==> src/rtl/uart_tx_pkg.sv <==
// Package: shared types for the serial transmitter.
// Assumes a data length code of two bits (5..8 data bits).
package uart_tx_pkg;

    localparam int LEN_CODE_W = 2;

    // Position within a frame.
    typedef enum logic [2:0] {
        ST_IDLE   = 3'd0,
        ST_START  = 3'd1,
        ST_DATA   = 3'd2,
        ST_PARITY = 3'd3,
        ST_STOP   = 3'd4
    } tx_state_e;

    // Frame format, latched at the start of each frame.
    typedef struct packed {
        logic [LEN_CODE_W-1:0] len_code;
        logic                  par_en;
        logic                  par_odd;
        logic                  two_stop;
    } frame_cfg_t;

endpackage

==> src/rtl/uart_tx_holdreg.sv <==
// Holding register: takes one byte from the CPU side and keeps it until
// the framer takes it. Assumes take is asserted only while full is set.
module uart_tx_holdreg #(
    parameter int DATA_W = 8
) (
    input  logic              clk,
    input  logic              rst_n,
    input  logic              wr_en,
    input  logic [DATA_W-1:0] wr_data,
    input  logic              take,
    output logic              full,
    output logic [DATA_W-1:0] data
);

    // Capture a byte when empty; clear on handover to the shift register.
    always_ff @(posedge clk) begin
        if (!rst_n) begin
            full <= 1'b0;
            data <= '0;
        end else if (take) begin
            full <= 1'b0;
        end else if (wr_en && !full) begin
            full <= 1'b1;
            data <= wr_data;
        end
    end

endmodule

==> src/rtl/uart_tx_bittimer.sv <==
// Bit timer: counts oversampling ticks and flags the final tick of each
// bit period. Assumes tick is a single-cycle enable.
module uart_tx_bittimer #(
    parameter int OVERSAMPLE = 16
) (
    input  logic clk,
    input  logic rst_n,
    input  logic run,
    input  logic restart,
    input  logic tick,
    output logic bit_end
);

    localparam int CNT_W = (OVERSAMPLE > 1) ? $clog2(OVERSAMPLE) : 1;
    localparam logic [CNT_W-1:0] LAST = CNT_W'(OVERSAMPLE - 1);

    logic [CNT_W-1:0] cnt;

    // The bit ends on the last tick of the period.
    assign bit_end = run && tick && (cnt == LAST);

    // Count ticks while a frame runs; a restart clears the count.
    always_ff @(posedge clk) begin
        if (!rst_n) begin
            cnt <= '0;
        end else if (restart) begin
            cnt <= '0;
        end else if (run && tick) begin
            cnt <= bit_end ? '0 : cnt + 1'b1;
        end
    end

endmodule

==> src/rtl/uart_tx_parity.sv <==
// Parity generator: XOR of the low nbits bits of data, inverted for odd
// parity. Assumes nbits never exceeds DATA_W.
module uart_tx_parity #(
    parameter int DATA_W = 8
) (
    input  logic [DATA_W-1:0]               data,
    input  logic [$clog2(DATA_W+1)-1:0]     nbits,
    input  logic                            odd,
    output logic                            par
);

    localparam int BITS_W = $clog2(DATA_W + 1);

    logic [DATA_W-1:0] masked;

    // Keep only the bits that appear on the line.
    for (genvar i = 0; i < DATA_W; i++) begin : g_mask
        assign masked[i] = data[i] & (nbits > BITS_W'(i));
    end

    // Even parity makes the count of ones even; odd inverts it.
    assign par = (^masked) ^ odd;

endmodule

==> src/rtl/uart_tx_framer.sv <==
// Framer: the shift register and the frame sequencer. It loads a byte from
// the holding register when idle, or on the last stop bit so that frames
// follow each other with no gap. Assumes bit_end comes from a timer that is
// restarted on every load.
module uart_tx_framer
    import uart_tx_pkg::*;
#(
    parameter int DATA_W   = 8,
    parameter int MIN_BITS = 5
) (
    input  logic              clk,
    input  logic              rst_n,
    input  logic              hold_full,
    input  logic [DATA_W-1:0] hold_data,
    input  frame_cfg_t        cfg,
    input  logic              bit_end,
    output logic              take,
    output logic              busy,
    output logic              txd
);

    localparam int BITS_W = $clog2(DATA_W + 1);

    tx_state_e         state;
    frame_cfg_t        cfg_q;
    logic [DATA_W-1:0] shreg;
    logic [BITS_W-1:0] data_cnt;
    logic              stop_cnt;
    logic              par_q;
    logic              par_in;
    logic [BITS_W-1:0] nbits_in;
    logic [BITS_W-1:0] nbits_q;
    logic              last_stop_end;

    // Data length of the incoming frame and of the frame in progress.
    assign nbits_in = BITS_W'(MIN_BITS) + BITS_W'(cfg.len_code);
    assign nbits_q  = BITS_W'(MIN_BITS) + BITS_W'(cfg_q.len_code);

    // Parity is fixed at load time, from the incoming byte and format.
    uart_tx_parity #(
        .DATA_W (DATA_W)
    ) u_parity (
        .data  (hold_data),
        .nbits (nbits_in),
        .odd   (cfg.par_odd),
        .par   (par_in)
    );

    // The final stop bit ends on this cycle.
    assign last_stop_end = (state == ST_STOP) && bit_end
                         && (stop_cnt == cfg_q.two_stop);

    // Handover: from idle, or right behind the last stop bit.
    assign take = hold_full && ((state == ST_IDLE) || last_stop_end);
    assign busy = (state != ST_IDLE);

    // Step through the frame and shift data toward bit 0.
    always_ff @(posedge clk) begin
        if (!rst_n) begin
            state    <= ST_IDLE;
            cfg_q    <= '0;
            shreg    <= '0;
            data_cnt <= '0;
            stop_cnt <= 1'b0;
            par_q    <= 1'b0;
        end else if (take) begin
            state    <= ST_START;
            cfg_q    <= cfg;
            shreg    <= hold_data;
            data_cnt <= '0;
            stop_cnt <= 1'b0;
            par_q    <= par_in;
        end else if (bit_end) begin
            unique case (state)
                ST_START: state <= ST_DATA;
                ST_DATA: begin
                    shreg    <= shreg >> 1;
                    data_cnt <= data_cnt + 1'b1;
                    if (data_cnt == nbits_q - 1'b1) begin
                        state <= cfg_q.par_en ? ST_PARITY : ST_STOP;
                    end
                end
                ST_PARITY: state <= ST_STOP;
                ST_STOP: begin
                    if (last_stop_end) begin
                        state <= ST_IDLE;
                    end else begin
                        stop_cnt <= 1'b1;
                    end
                end
                default: state <= ST_IDLE;
            endcase
        end
    end

    // Line level for the current position in the frame.
    always_comb begin
        unique case (state)
            ST_START:  txd = 1'b0;
            ST_DATA:   txd = shreg[0];
            ST_PARITY: txd = par_q;
            default:   txd = 1'b1;
        endcase
    end

endmodule

==> src/rtl/uart_tx_core.sv <==
// Top of the double-buffered serial transmitter. It wires the holding
// register, bit timer and framer together. Assumes tick16 runs at
// OVERSAMPLE times the bit rate and is one cycle wide.
module uart_tx_core
    import uart_tx_pkg::*;
#(
    parameter int DATA_W     = 8,
    parameter int OVERSAMPLE = 16,
    parameter int MIN_BITS   = 5
) (
    input  logic                  clk,
    input  logic                  rst_n,
    input  logic                  tick16,
    input  logic                  wr_en,
    input  logic [DATA_W-1:0]     wr_data,
    input  logic [LEN_CODE_W-1:0] cfg_len,
    input  logic                  cfg_par_en,
    input  logic                  cfg_par_odd,
    input  logic                  cfg_two_stop,
    output logic                  txd,
    output logic                  hold_empty,
    output logic                  shift_empty
);

    logic              hold_full;
    logic [DATA_W-1:0] hold_data;
    logic              take;
    logic              busy;
    logic              bit_end;
    frame_cfg_t        cfg;

    // Gather the format inputs into one word.
    assign cfg = '{len_code: cfg_len, par_en: cfg_par_en,
                   par_odd: cfg_par_odd, two_stop: cfg_two_stop};

    uart_tx_holdreg #(
        .DATA_W (DATA_W)
    ) u_hold (
        .clk     (clk),
        .rst_n   (rst_n),
        .wr_en   (wr_en),
        .wr_data (wr_data),
        .take    (take),
        .full    (hold_full),
        .data    (hold_data)
    );

    uart_tx_bittimer #(
        .OVERSAMPLE (OVERSAMPLE)
    ) u_timer (
        .clk     (clk),
        .rst_n   (rst_n),
        .run     (busy),
        .restart (take),
        .tick    (tick16),
        .bit_end (bit_end)
    );

    uart_tx_framer #(
        .DATA_W   (DATA_W),
        .MIN_BITS (MIN_BITS)
    ) u_framer (
        .clk       (clk),
        .rst_n     (rst_n),
        .hold_full (hold_full),
        .hold_data (hold_data),
        .cfg       (cfg),
        .bit_end   (bit_end),
        .take      (take),
        .busy      (busy),
        .txd       (txd)
    );

    assign hold_empty  = !hold_full;
    assign shift_empty = !busy;

endmodule

==> config.mk <==
export PLATFORM = sky130hd
export DESIGN_NAME = uart_tx_core
export DESIGN_NICKNAME = d
export VERILOG_FILES = /design/src/rtl/uart_tx_pkg.sv /design/src/rtl/uart_tx_holdreg.sv /design/src/rtl/uart_tx_bittimer.sv /design/src/rtl/uart_tx_parity.sv /design/src/rtl/uart_tx_framer.sv /design/src/rtl/uart_tx_core.sv
export SDC_FILE = /design/constraint.sdc
export NUM_CORES = 1
export LEC_CHECK = 0
export ABC_AREA = 1
export BUFFER_PORTS_ARGS = -buffer_cell sky130_fd_sc_hd__buf_4
export CAP_MARGIN = 15
export CORE_MARGIN = 2
export CORE_UTILIZATION = 38
export CTS_CLUSTER_SIZE = 30
export DETAILED_ROUTE_END_ITERATION = 7
export PLACE_DENSITY = 0.64
export SLEW_MARGIN = 10
export SYNTH_ARGS = -nofsm -noshare
export SYNTH_HDL_FRONTEND = slang
export SYNTH_HIERARCHICAL = 1
export SYNTH_SLANG_ARGS = --single-unit
export TNS_END_PERCENT = 50
==> constraint.sdc <==
create_clock -name clk -period 2.3 [get_ports clk]
set_input_delay 0.23 -clock clk [delete_from_list [all_inputs] [get_ports clk]]
set_output_delay 0.23 -clock clk [all_outputs]
set_load 0.01 [all_outputs]
==> results of run 1 <==
==> worst paths after layout <==
| kind | start | end | slack, ps | cells past startpoint |
|---|---|---|---|---|
| worst max-delay path | u_framer/state[0] | u_hold/data[3] | 260 | 13 |
| worst min-delay path | wr_data[6] | u_hold/data[6] | 160 | 3 |
| worst max register to register | u_framer/state[0] | u_hold/data[3] | 260 | 13 |
| worst min register to register | u_framer/stop_cnt | u_framer/stop_cnt | 470 | 2 |
==> power breakdown <==
part,switching (mW),internal (mW),total (mW)
logic,0.159,0.109,0.269
registers,0.0367,0.630,0.666
clock network,0.223,0.462,0.686
total,0.420,1.20,1.62
==> tightest hold or removal path: stages <==
cell and delay, ps:
buf_4 80, nor2_1 30, nor2_1 80
==> cell families (layout without fill, tap and decap cells) <==
| family | count (synthesis) | count (layout) | share of synthesized area (%) |
|---|---|---|---|
| AO/OA/AOI/OAI | 27 | 27 | 7.80 |
| XOR/XNOR | 4 | 4 | 1.78 |
| adder cells (fa/ha/maj) | 3 | 3 | 1.90 |
| buffers and inverters | 62 | 86 | 13.5 |
| flip-flops | 34 | 34 | 34.5 |
| AND/OR/NAND/NOR | 182 | 182 | 40.5 |
==> per-layer routing <==
layer  vias up  GRT usage, %
met2        38          26.3
met1       780          20.1
met4         0          3.82
met5         -             0
met3         4          3.79
li1        995             -
==> synth_stat cells <==
master and n:
o21ai_1 2, o211a_1 1, and3_1 1, inv_2 4
o21bai_1 1, ha_1 3, o21ai_4 1, o21ai_0 9
nor2_2 4, nand3_2 1, buf_4 1, a21oi_1 13
nand3_1 32, nand3_4 1, nor3_1 1, buf_1 1
dfxtp_1 34, nand2_1 86, inv_1 51, clkinv_1 1
buf_6 4, nand2_2 8, xor2_1 1, nand2_4 1
nor2_1 45, nor2_4 2, xnor2_1 3
==> final cells by class <==
cell class | count | area, sq um
inverter | 56 | 213
timing repair buffer | 22 | 165
multi-input combinational | 216 | 1030
clock buffer | 6 | 82.6
clock inverter | 2 | 60.1
sequential | 34 | 681
fill | 559 | 2760
tap | 70 | 87.6
==> sequential cells by signal, summed over array words and instances (netlist names) <==
| signal | cells |
|---|---|
| u_framer/stop_cnt | 1 |
| u_timer/cnt | 4 |
| u_framer/par_q | 1 |
| u_framer/shreg | 8 |
| u_hold/data | 8 |
| u_framer/cfg_q | 4 |
| u_framer/data_cnt | 4 |
| u_hold/full | 1 |
| u_framer/state | 3 |
==> cells in the final DEF (no fill, tap or decap), types with 3 or more instances in the layout <==
cell type,synthesis,layout
ha_1,3,3
nand2_1,86,86
clkbuf_8,0,6
a21oi_1,13,13
nor2_1,45,45
inv_1,51,51
dfxtp_1,34,34
o21ai_0,9,9
inv_2,4,3
nand3_1,32,32
buf_4,1,22
xnor2_1,3,3
nor2_2,4,4
nand2_2,8,8
==> repair_timing <==
action / in CTS / in global routing
endpoints found under the setup margin: 0 / 4
endpoints found under the hold margin: 0 / 0
resized for setup: 0 / 1
==> per-stage QoR <==
stage,power [mW],hold WS [ps],utilization [%],cell area (sq um)
after CTS,1.64,156,45.6,2310
after detailed placement,0.949,457,42.8,2170
after floorplan,0.879,365,-,1970
after global routing,1.72,171,45.6,2310
after global placement,0.947,452,42.8,2170
final,1.62,161,45.6,2310
==> out/results.txt, run 1 <==
P per Cell Area -> 700 nW/um^2
Setup Viol. Count Final -> 0
Hold Path Class -> in2reg
Pins Over Slew Limit -> 0
initial drt markers -> 69
initial core utilization -> 38.9%
setup_tns -> 0 ps
top sig layer -> met4
Port Buffers -> 19
area added between synthesis and finish -> 17.3%
Via density -> 4.48
IO Pins -> 20
Setup crit end kind -> flip-flop
worst path bufs/invs -> 2
Peak supply drop -> 0.402 mV
CTS tree -> yes
CTS sink count -> 34
crit path launch type -> flip-flop
die height -> 76.1 um
Row Count -> 26
Max Cap Viol -> 0
CTS Buf Count -> 5
Post-Syn Nets -> 332
gr ovfl total -> 0
root buffer cell -> clkbuf_8
crit-path most repeated cell -> nand2_1
Worst-Margin Slew -> 445 ps
met2 WL post-DR -> 1730 um
syn avg cell area -> 6.32 sq um
Cells after DPL -> 398
Routed Antenna Nets -> 0
synth unique cells -> 27
first-pass GRT wire length -> 7550 um
WP data required -> 2480 ps
Die ar. -> 5790 sq um
core area -> 5070 sq um
Pre-antenna DRT Iters -> 4
Post-CTS Setup Bufs -> 0
Mapped Area -> 1970 sq um
DRT Wirelength -> 3930 um
worst-path cell chain -> nor2_4 > nand2_1 > nand2_2 > nor2_1 > nand3_2 > o21ai_4 > nand2_4 > inv_4 > inv_1 > nand3_4 > nand2_1 > nand2_1 > nor2_1
met1 wire length -> 1970 um
Critical Path AT -> 2230 ps
Die W -> 76.1 um
Clock Path Buffers -> 2
DP Wirelength -> 2940 um
Worst path slowest cell -> dfxtp_1
antenna violations before repair -> 0
Synth Warn # -> 6
Max Clock Skew -> 5.15 ps
Synth area leader -> dfxtp_1
vias in the first global route -> 1783
Setup WS pre-CTS -> 221 ps
clk_lat worst skew -> 280 ps
GPL Wtd Cong -> 0.793
post-synth top area share -> 34.5%
status -> finished, final reports clean
crit path time final -> 2040 ps
# DRC -> 0
flops & latches, synth -> 34
nets -> 355
Ant. Diodes -> 0
CP peak stage delay -> 470 ps
CTS hold repair buffers -> 0
Final WS setup -> 255 ps
Worst-path clk slew -> 70 ps
Slew headroom -> 70.3%
layout cells sized above 1 -> 15.5%
GRT Total Usage -> 15.6%
routed length on met3 -> 205 um
Static Leak -> 1.10 nW
H-tree depth -> 2
unrepaired setup endpoints after global routing -> false
Max FO, Critical Path -> 23
cell count after synthesis -> 312
maximum number of pins on one net before global-route repair -> 24
DR vias -> 1817
Non-Filler Instances -> 406
final hold violation count -> 0
fmax -> 489 MHz
Synth area leaders -> dfxtp_1 34%, nand2_1 16%, inv_1 9.7%
sequential area share after synthesis -> 34.5%
WS Path Type -> reg2reg
wire length per cell -> 9.68 um
delay-heaviest family, CP -> simple AND/OR/NAND/NOR gates
Final period util -> 88.9%
Note: power is estimated with default switching activity, not from simulation.
==> run 2: changes to the inputs <==
CORE_ASPECT_RATIO = 0.8   (was not set)
CORE_UTILIZATION = 40   (was 38)
PLACE_DENSITY = 0.67   (was 0.64)
==> run 2 against run 1 <==
Utilization is 2.1 points higher. Sequential power hardly changed. Flip-flop and latch count stayed put. Clock skew is 2.5 ps higher. Highest routed layer unchanged. Non-clock buffer count is 1 lower. Clock-buffer cell count is 1 lower. Critical endpoint is now u_hold/data[1].
==> out/results.txt, run 2 (same netlist as run 1, synthesis figures left out) <==
Ant. Diodes -> 0 (unchanged)
CTS Buf Count -> 5 (unchanged)
area added between synthesis and finish -> 13.1%
DP Wirelength -> 3020 um (+2.7%)
root buffer cell -> clkbuf_8
Clock Path Buffers -> 2 (unchanged)
hold path endpoint -> u_hold/data[6]
final hold violation count -> 0 (unchanged)
R2R Path Start -> u_framer/state[1]
initial core utilization -> 42.2% (+3.3 points)
WP data required -> 2490 ps (about the same)
status -> finished, final reports clean
overall power -> 1.35 mW (-17%)
first-pass GRT wire length -> 6840 um (-9.4%)
Pre-antenna DRT Iters -> 4 (unchanged)
vias in the first global route -> 1629 (-8.6%)
Hold Path Class -> in2reg
nets -> 354 (-0.28%)
GRT Total Usage -> 16.4% (+0.76 points)
setup_tns -> 0 ps (unchanged)
Reg2Reg Depth -> 13 (unchanged)
Largest regs -> u_framer/shreg (8), u_hold/data (8)
Via density -> 4.51 (+0.83%)
Routed Antenna Nets -> 0 (unchanged)
hold wc startpoint -> wr_data[6]
Pins Over Slew Limit -> 0 (unchanged)
wire length per cell -> 10.0 um (+3.6%)
Die W -> 82.5 um (+8.5%)
R2R Setup Slk -> 240 ps (about the same)
H-tree depth -> 2 (unchanged)
final core utilization -> 47.7% (+2.1 points)
Critical Path AT -> 2240 ps (about the same)
CTS sink count -> 34 (unchanged)
Min-Delay Path Depth -> 3 (unchanged)
Max Clock Skew -> 7.66 ps (+2.51 ps)
Die ar. -> 5510 sq um (-4.7%)
Peak supply drop -> 0.314 mV (-22%)
CTS hold repair buffers -> 0 (unchanged)
clk_lat worst skew -> 290 ps (about the same)
Post-CTS Setup Bufs -> 0 (unchanged)
fmax -> 486 MHz (-0.53%)
Max Cap Viol -> 0 (unchanged)
commonest non-fill, non-tap cell in the layout -> nand2_1
P per Cell Area -> 605 nW/um^2 (-14%)
layout cells sized above 1 -> 15.6% (+0.093 points)
GPL Wtd Cong -> 0.826 (+4.1%)
Max FO, Critical Path -> 16 (-30%)
antenna violations before repair -> 0 (unchanged)
DRT Wirelength -> 3950 um (+0.56%)
Static Leak -> 1.07 nW (-2.9%)
Worst-Margin Slew -> 399 ps (-45.8 ps)
WS Path Type -> reg2reg
die height -> 66.8 um (-12%)
Slew headroom -> 73.4% (+3.1 points)
initial drt markers -> 61 (-12%)
DR vias -> 1778 (-2.1%)
IO Pins -> 20 (unchanged)
CTS tree -> yes
Setup Viol. Count Final -> 0 (unchanged)
gr ovfl total -> 0 (unchanged)
Worst-path clk slew -> 70 ps (about the same)
Final period util -> 89.4% (+0.47 points)
crit path time final -> 2060 ps (+10.9 ps)
Setup crit end kind -> flip-flop
core area -> 4680 sq um (-7.8%)
maximum number of pins on one net before global-route repair -> 23 (-4.2%)
crit path launch type -> flip-flop
# DRC -> 0 (unchanged)
unrepaired setup endpoints after global routing -> false
Port Buffers -> 19 (unchanged)
Critical R2R Capture -> u_hold/data[1]
Row Count -> 22 (-15%)
most frequent cells in the layout -> 86 x nand2_1, 51 x inv_1, 44 x nor2_1, 33 x dfxtp_1, 32 x nand3_1
Cells after DPL -> 387 (-2.8%)
Non-Filler Instances -> 394 (-3.0%)
==> run 2: cell types whose count changed in the layout (fill, tap and decap cells not counted) <==
cell       change
dfxtp_2        +1
inv_2          +1
buf_4          -1
bufinv_16      -2
dfxtp_1        -1
inv_4          -1
clkinv_2       +2
nor2_1         -1
clkbuf_8       -1
nor2_2         +1
==> run 2: per-layer routing <==
metal | share of wire [%] | global-route usage (%)
met4 | 0.46 | 4.30
met2 | 42 | 25.1
met3 | 5.1 | 5.69
met1 | 52 | 21.8
met5 | 0 | 0
==> run 2: critical path, stage by stage, from the launching register on <==
cell     delay [ps]
dfxtp_1         430
nor2_4           70
nand2_1          90
nand2_2         100
nor2_2          200
nand3_2         120
o21ai_4         250
nand2_4          70
inv_2           130
inv_1           100
nand3_4         190
nand2_1          80
nand2_1          70
nor2_1           40
==> run 2: final cells by class <==
class	count	area, sq um
Tap cell	60	75.1
Fill cell	492	2450
Timing Repair Buffer	21	158
Clock buffer	5	68.8
Clock inverter	2	10.0
Multi-Input combinational cell	216	1030
Inverter	56	210
Sequential cell	34	682
==> run 2: report_power, final <==
group          switching, mW  internal [mW]
clock network          0.210          0.203
registers             0.0371          0.630
logic                  0.161          0.109
==> run 2: metrics by stage <==
stage | worst slack (ps) | cell area [sq um] | hold WS [ps]
5_1_grt | 62.9 | 2230 | 157
3_5_place_dp | 178 | 2150 | 456
4_1_cts | 159 | 2230 | 152
2_1_floorplan | 245 | 1970 | 365
3_3_place_gp | 264 | 2150 | 451
6_report | 244 | 2230 | 154
==> run 2: worst max path at each step <==
| stage | from | end |
|---|---|---|
| 3_5_place_dp | u_framer/state[0] | u_hold/data[2] |
| 2_1_floorplan | u_framer/state[0] | u_hold/data[0] |
| 3_3_place_gp | u_framer/state[0] | u_framer/data_cnt[0] |
| 6_report | u_framer/state[1] | u_hold/data[1] |
| 4_1_cts | u_framer/state[0] | u_hold/data[2] |
| 5_1_grt | u_framer/state[2] | u_hold/data[1] |
==> run 2: what timing repair did <==
| item | 4_1_cts | 5_1_grt |
|---|---|---|
| endpoints found under the hold margin | 0 | 0 |
| endpoints found under the setup margin | 0 | 6 |
| resized for setup | 0 | 2 |
==> run 3: changes to the inputs <==
PLACE_DENSITY = 0.7   (was 0.67)
SYNTH_HIERARCHICAL = not set   (was 1)
clock period = 1.8 ns   (was 2.3 ns; I/O delays follow)
==> run 3 against run 2 <==
Sequential share of layout area increased by 3.1 points. Highest routed layer unchanged. Hold slack worse by 47 ps. Utilization rose by 1.4 points. First-iteration DRC count rose by 6.6%. Design area down 9.3%. Largest cell class unchanged. Cell count fell by 17%. Clock skew fell by 1.5 ps. Sequential power rose by 24%.
==> out/results.txt, run 3 <==
status -> finished, final reports clean
Final period util -> 91.1% (+1.7 points)
Worst-Margin Slew -> 391 ps (-7.77 ps)
Row Count -> 21 (-4.5%)
Post-synth EDFFs -> 0 (unchanged)
Worst path slowest cell -> dfxtp_1
DP Wirelength -> 2620 um (-13%)
IO Pins -> 20 (unchanged)
nets -> 289 (-18%)
Peak supply drop -> 0.368 mV (+17%)
unrepaired setup endpoints after global routing -> false
Routed Antenna Nets -> 0 (unchanged)
Clock Path Buffers -> 2 (unchanged)
setup_tns -> 0 ps (unchanged)
delay-heaviest family, CP -> simple AND/OR/NAND/NOR gates
CTS sink count -> 34 (unchanged)
initial core utilization -> 41.2% (-1.0 points)
cell count after synthesis -> 242 (-22%)
post-synth top area share -> 40.1% (+5.6 points)
DRT Wirelength -> 3430 um (-13%)
Synth Warn # -> 0 (-6)
vias in the first global route -> 1376 (-16%)
Hold Path Class -> in2reg
worst path bufs/invs -> 1 (-1)
Synth area leaders -> dfxtp_1 40%, nand2_1 15%, nand3_1 8.3%
initial drt markers -> 65 (+6.6%)
wire length per cell -> 10.5 um (+4.5%)
final hold violation count -> 0 (unchanged)
Pins Over Slew Limit -> 0 (unchanged)
CTS Buf Count -> 5 (unchanged)
H-tree depth -> 2 (unchanged)
commonest non-fill, non-tap cell in the layout -> nand2_1
# DRC -> 0 (unchanged)
sequential area share after synthesis -> 40.1% (+5.6 points)
worst-path cell chain -> ha_1 > nand2_1 > nor2_4 > nand4_2 > o21bai_4 > nand2_4 > nand2_2 > buf_12 > o21ai_1
Mapped Area -> 1700 sq um (-14%)
antenna violations before repair -> 0 (unchanged)
WP data required -> 1970 ps (-520 ps)
P per Cell Area -> 794 nW/um^2 (+31%)
Via density -> 4.69 (+3.9%)
Die W -> 76.8 um (-6.9%)
Synth area leader -> dfxtp_1
syn avg cell area -> 7.02 sq um (+11%)
DR vias -> 1533 (-14%)
Die ar. -> 4790 sq um (-13%)
Pre-antenna DRT Iters -> 4 (unchanged)
fmax -> 610 MHz (+25%)
Async S/R FF share, synth -> 0% (unchanged)
final instance area -> 2020 sq um (-9.3%)
Placed Area -> 1930 sq um (-10%)
Hold WS -> 108 ps (-46.5 ps)
area added between synthesis and finish -> 19.2%
crit path launch type -> flip-flop
GPL Wtd Cong -> 0.799 (-3.2%)
Setup Viol. Count Final -> 0 (unchanged)
gr ovfl total -> 0 (unchanged)
dominant synthesized flop cell -> dfxtp_1
count leader, synth -> nand2_1
Largest regs -> u_framer.shreg (8), u_hold.data (8)
first-pass GRT wire length -> 5930 um (-13%)
CP peak stage delay -> 350 ps (-80 ps)
Worst-path clk slew -> 60 ps (about the same)
synth unique cells -> 28 (+3.7%)
WS Path Type -> reg2reg
CTS tree -> yes
Slew headroom -> 73.9% (+0.52 points)
crit path time final -> 1640 ps (-416 ps)
Setup crit end kind -> flip-flop
maximum number of pins on one net before global-route repair -> 16 (-30%)
clk_lat worst skew -> 280 ps (about the same)
Final WS setup -> 160 ps (-83.9 ps)
Ant. Diodes -> 0 (unchanged)
layout cells sized above 1 -> 18.1% (+2.6 points)
Max Cap Viol -> 0 (unchanged)
most common library cells after synthesis -> 67 x nand2_1, 34 x dfxtp_1, 28 x nand3_1
Setup WS pre-CTS -> 121 ps (-57.0 ps)
GRT Total Usage -> 15.3% (-1.1 points)
Static Leak -> 0.876 nW (-18%)
most frequent cells in the layout -> 67 x nand2_1, 33 x dfxtp_1, 28 x nand3_1, 25 x buf_4, 22 x inv_1
CTS hold repair buffers -> 0 (unchanged)
die height -> 62.3 um (-6.8%)
Port Buffers -> 19 (unchanged)
Max FO, Critical Path -> 9 (-7)
Critical Path AT -> 1810 ps (-430 ps)
Max Clock Skew -> 6.20 ps (-1.46 ps)
flops & latches, synth -> 34 (unchanged)
root buffer cell -> clkbuf_8
Post-Syn Nets -> 261 (-21%)
core area -> 4130 sq um (-12%)
Fill cells -> 430 (-13%)
==> run 3: changes by cell type after synthesis, moves of 4 or more <==
cell,change
o21ai_1,+5
a21oi_1,+7
inv_1,-29
nand2_1,-19
nand2_2,-6
nand3_1,-4
nor2_1,-28
==> run 3: kinds of logic (layout without fill, tap and decap cells) <==
| logic type | after synthesis | after routing | share of synthesized area, % |
|---|---|---|---|
| AO/OA/AOI/OAI | 44 | 44 | 14.8 |
| XOR/XNOR | 6 | 6 | 3.10 |
| adder cells (fa/ha/maj) | 2 | 2 | 1.47 |
| buffers and inverters | 32 | 60 | 8.03 |
| flip-flops | 34 | 34 | 40.1 |
| AND/OR/NAND/NOR | 124 | 124 | 32.5 |
==> run 3: per-layer routing <==
| layer | vias up | share of wire, % | track usage, % | routed length, um |
|---|---|---|---|---|
| met4 | 0 | 0.23 | 4.77 | 8 |
| li1 | 836 | - | - | - |
| met2 | 31 | 43 | 24.0 | 1470 |
| met5 | - | 0 | 0 | 0 |
| met3 | 2 | 4.3 | 4.65 | 148 |
| met1 | 664 | 53 | 20.1 | 1800 |
==> run 3: through the flow <==
step                total power, mW  util [%]  cells
floorplan                      1.02         -    242
global placement               1.10      46.7    318
detailed placement             1.10      46.7    318
CTS                            1.62      48.6    325
global route                   1.70      49.1    327
finish                         1.61      49.1    327
==> run 3: worst paths after layout <==
path                        from           endpoint  slack (ps)  cells past startpoint
setup reg to reg  u_timer.cnt[1]  u_framer.cfg_q[4]         160                      9
hold reg to reg   u_framer.par_q     u_framer.par_q         460                      2
hold / removal      cfg_two_stop  u_framer.cfg_q[0]         110                      3
setup / recovery  u_timer.cnt[1]  u_framer.cfg_q[4]         160                      9
==> run 3: layout make-up <==
class | count | area [sq um] | share of cell area, %
inverters | 27 | 101 | 5.01
flip-flops and latches | 34 | 682 | 33.7
well taps | 57 | 71.3 | 3.52
repair buffers | 26 | 208 | 10.3
clock buffers | 7 | 76.3 | 3.77
multi-input cells | 176 | 886 | 43.8
==> run 3: repair_timing <==
| item | 4_1_cts | 5_1_grt |
|---|---|---|
| setup endpoints to repair | 0 | 19 |
| buffers inserted | 0 | 2 |
| resized for setup | 0 | 2 |
==> run 3: worst reg2reg max path: stages, from the launching register on <==
cell      delay (ps)
dfxtp_1          350
ha_1             170
nand2_1          100
nor2_4           130
nand4_2          110
o21bai_4         170
nand2_4          110
nand2_2          190
buf_12           150
o21ai_1           50
==> run 3: power by group <==
| part | total [mW] | internal (mW) | switching (mW) |
|---|---|---|---|
| combinational | 0.265 | 0.117 | 0.147 |
| sequential | 0.831 | 0.799 | 0.0321 |
| clock | 0.512 | 0.266 | 0.246 |
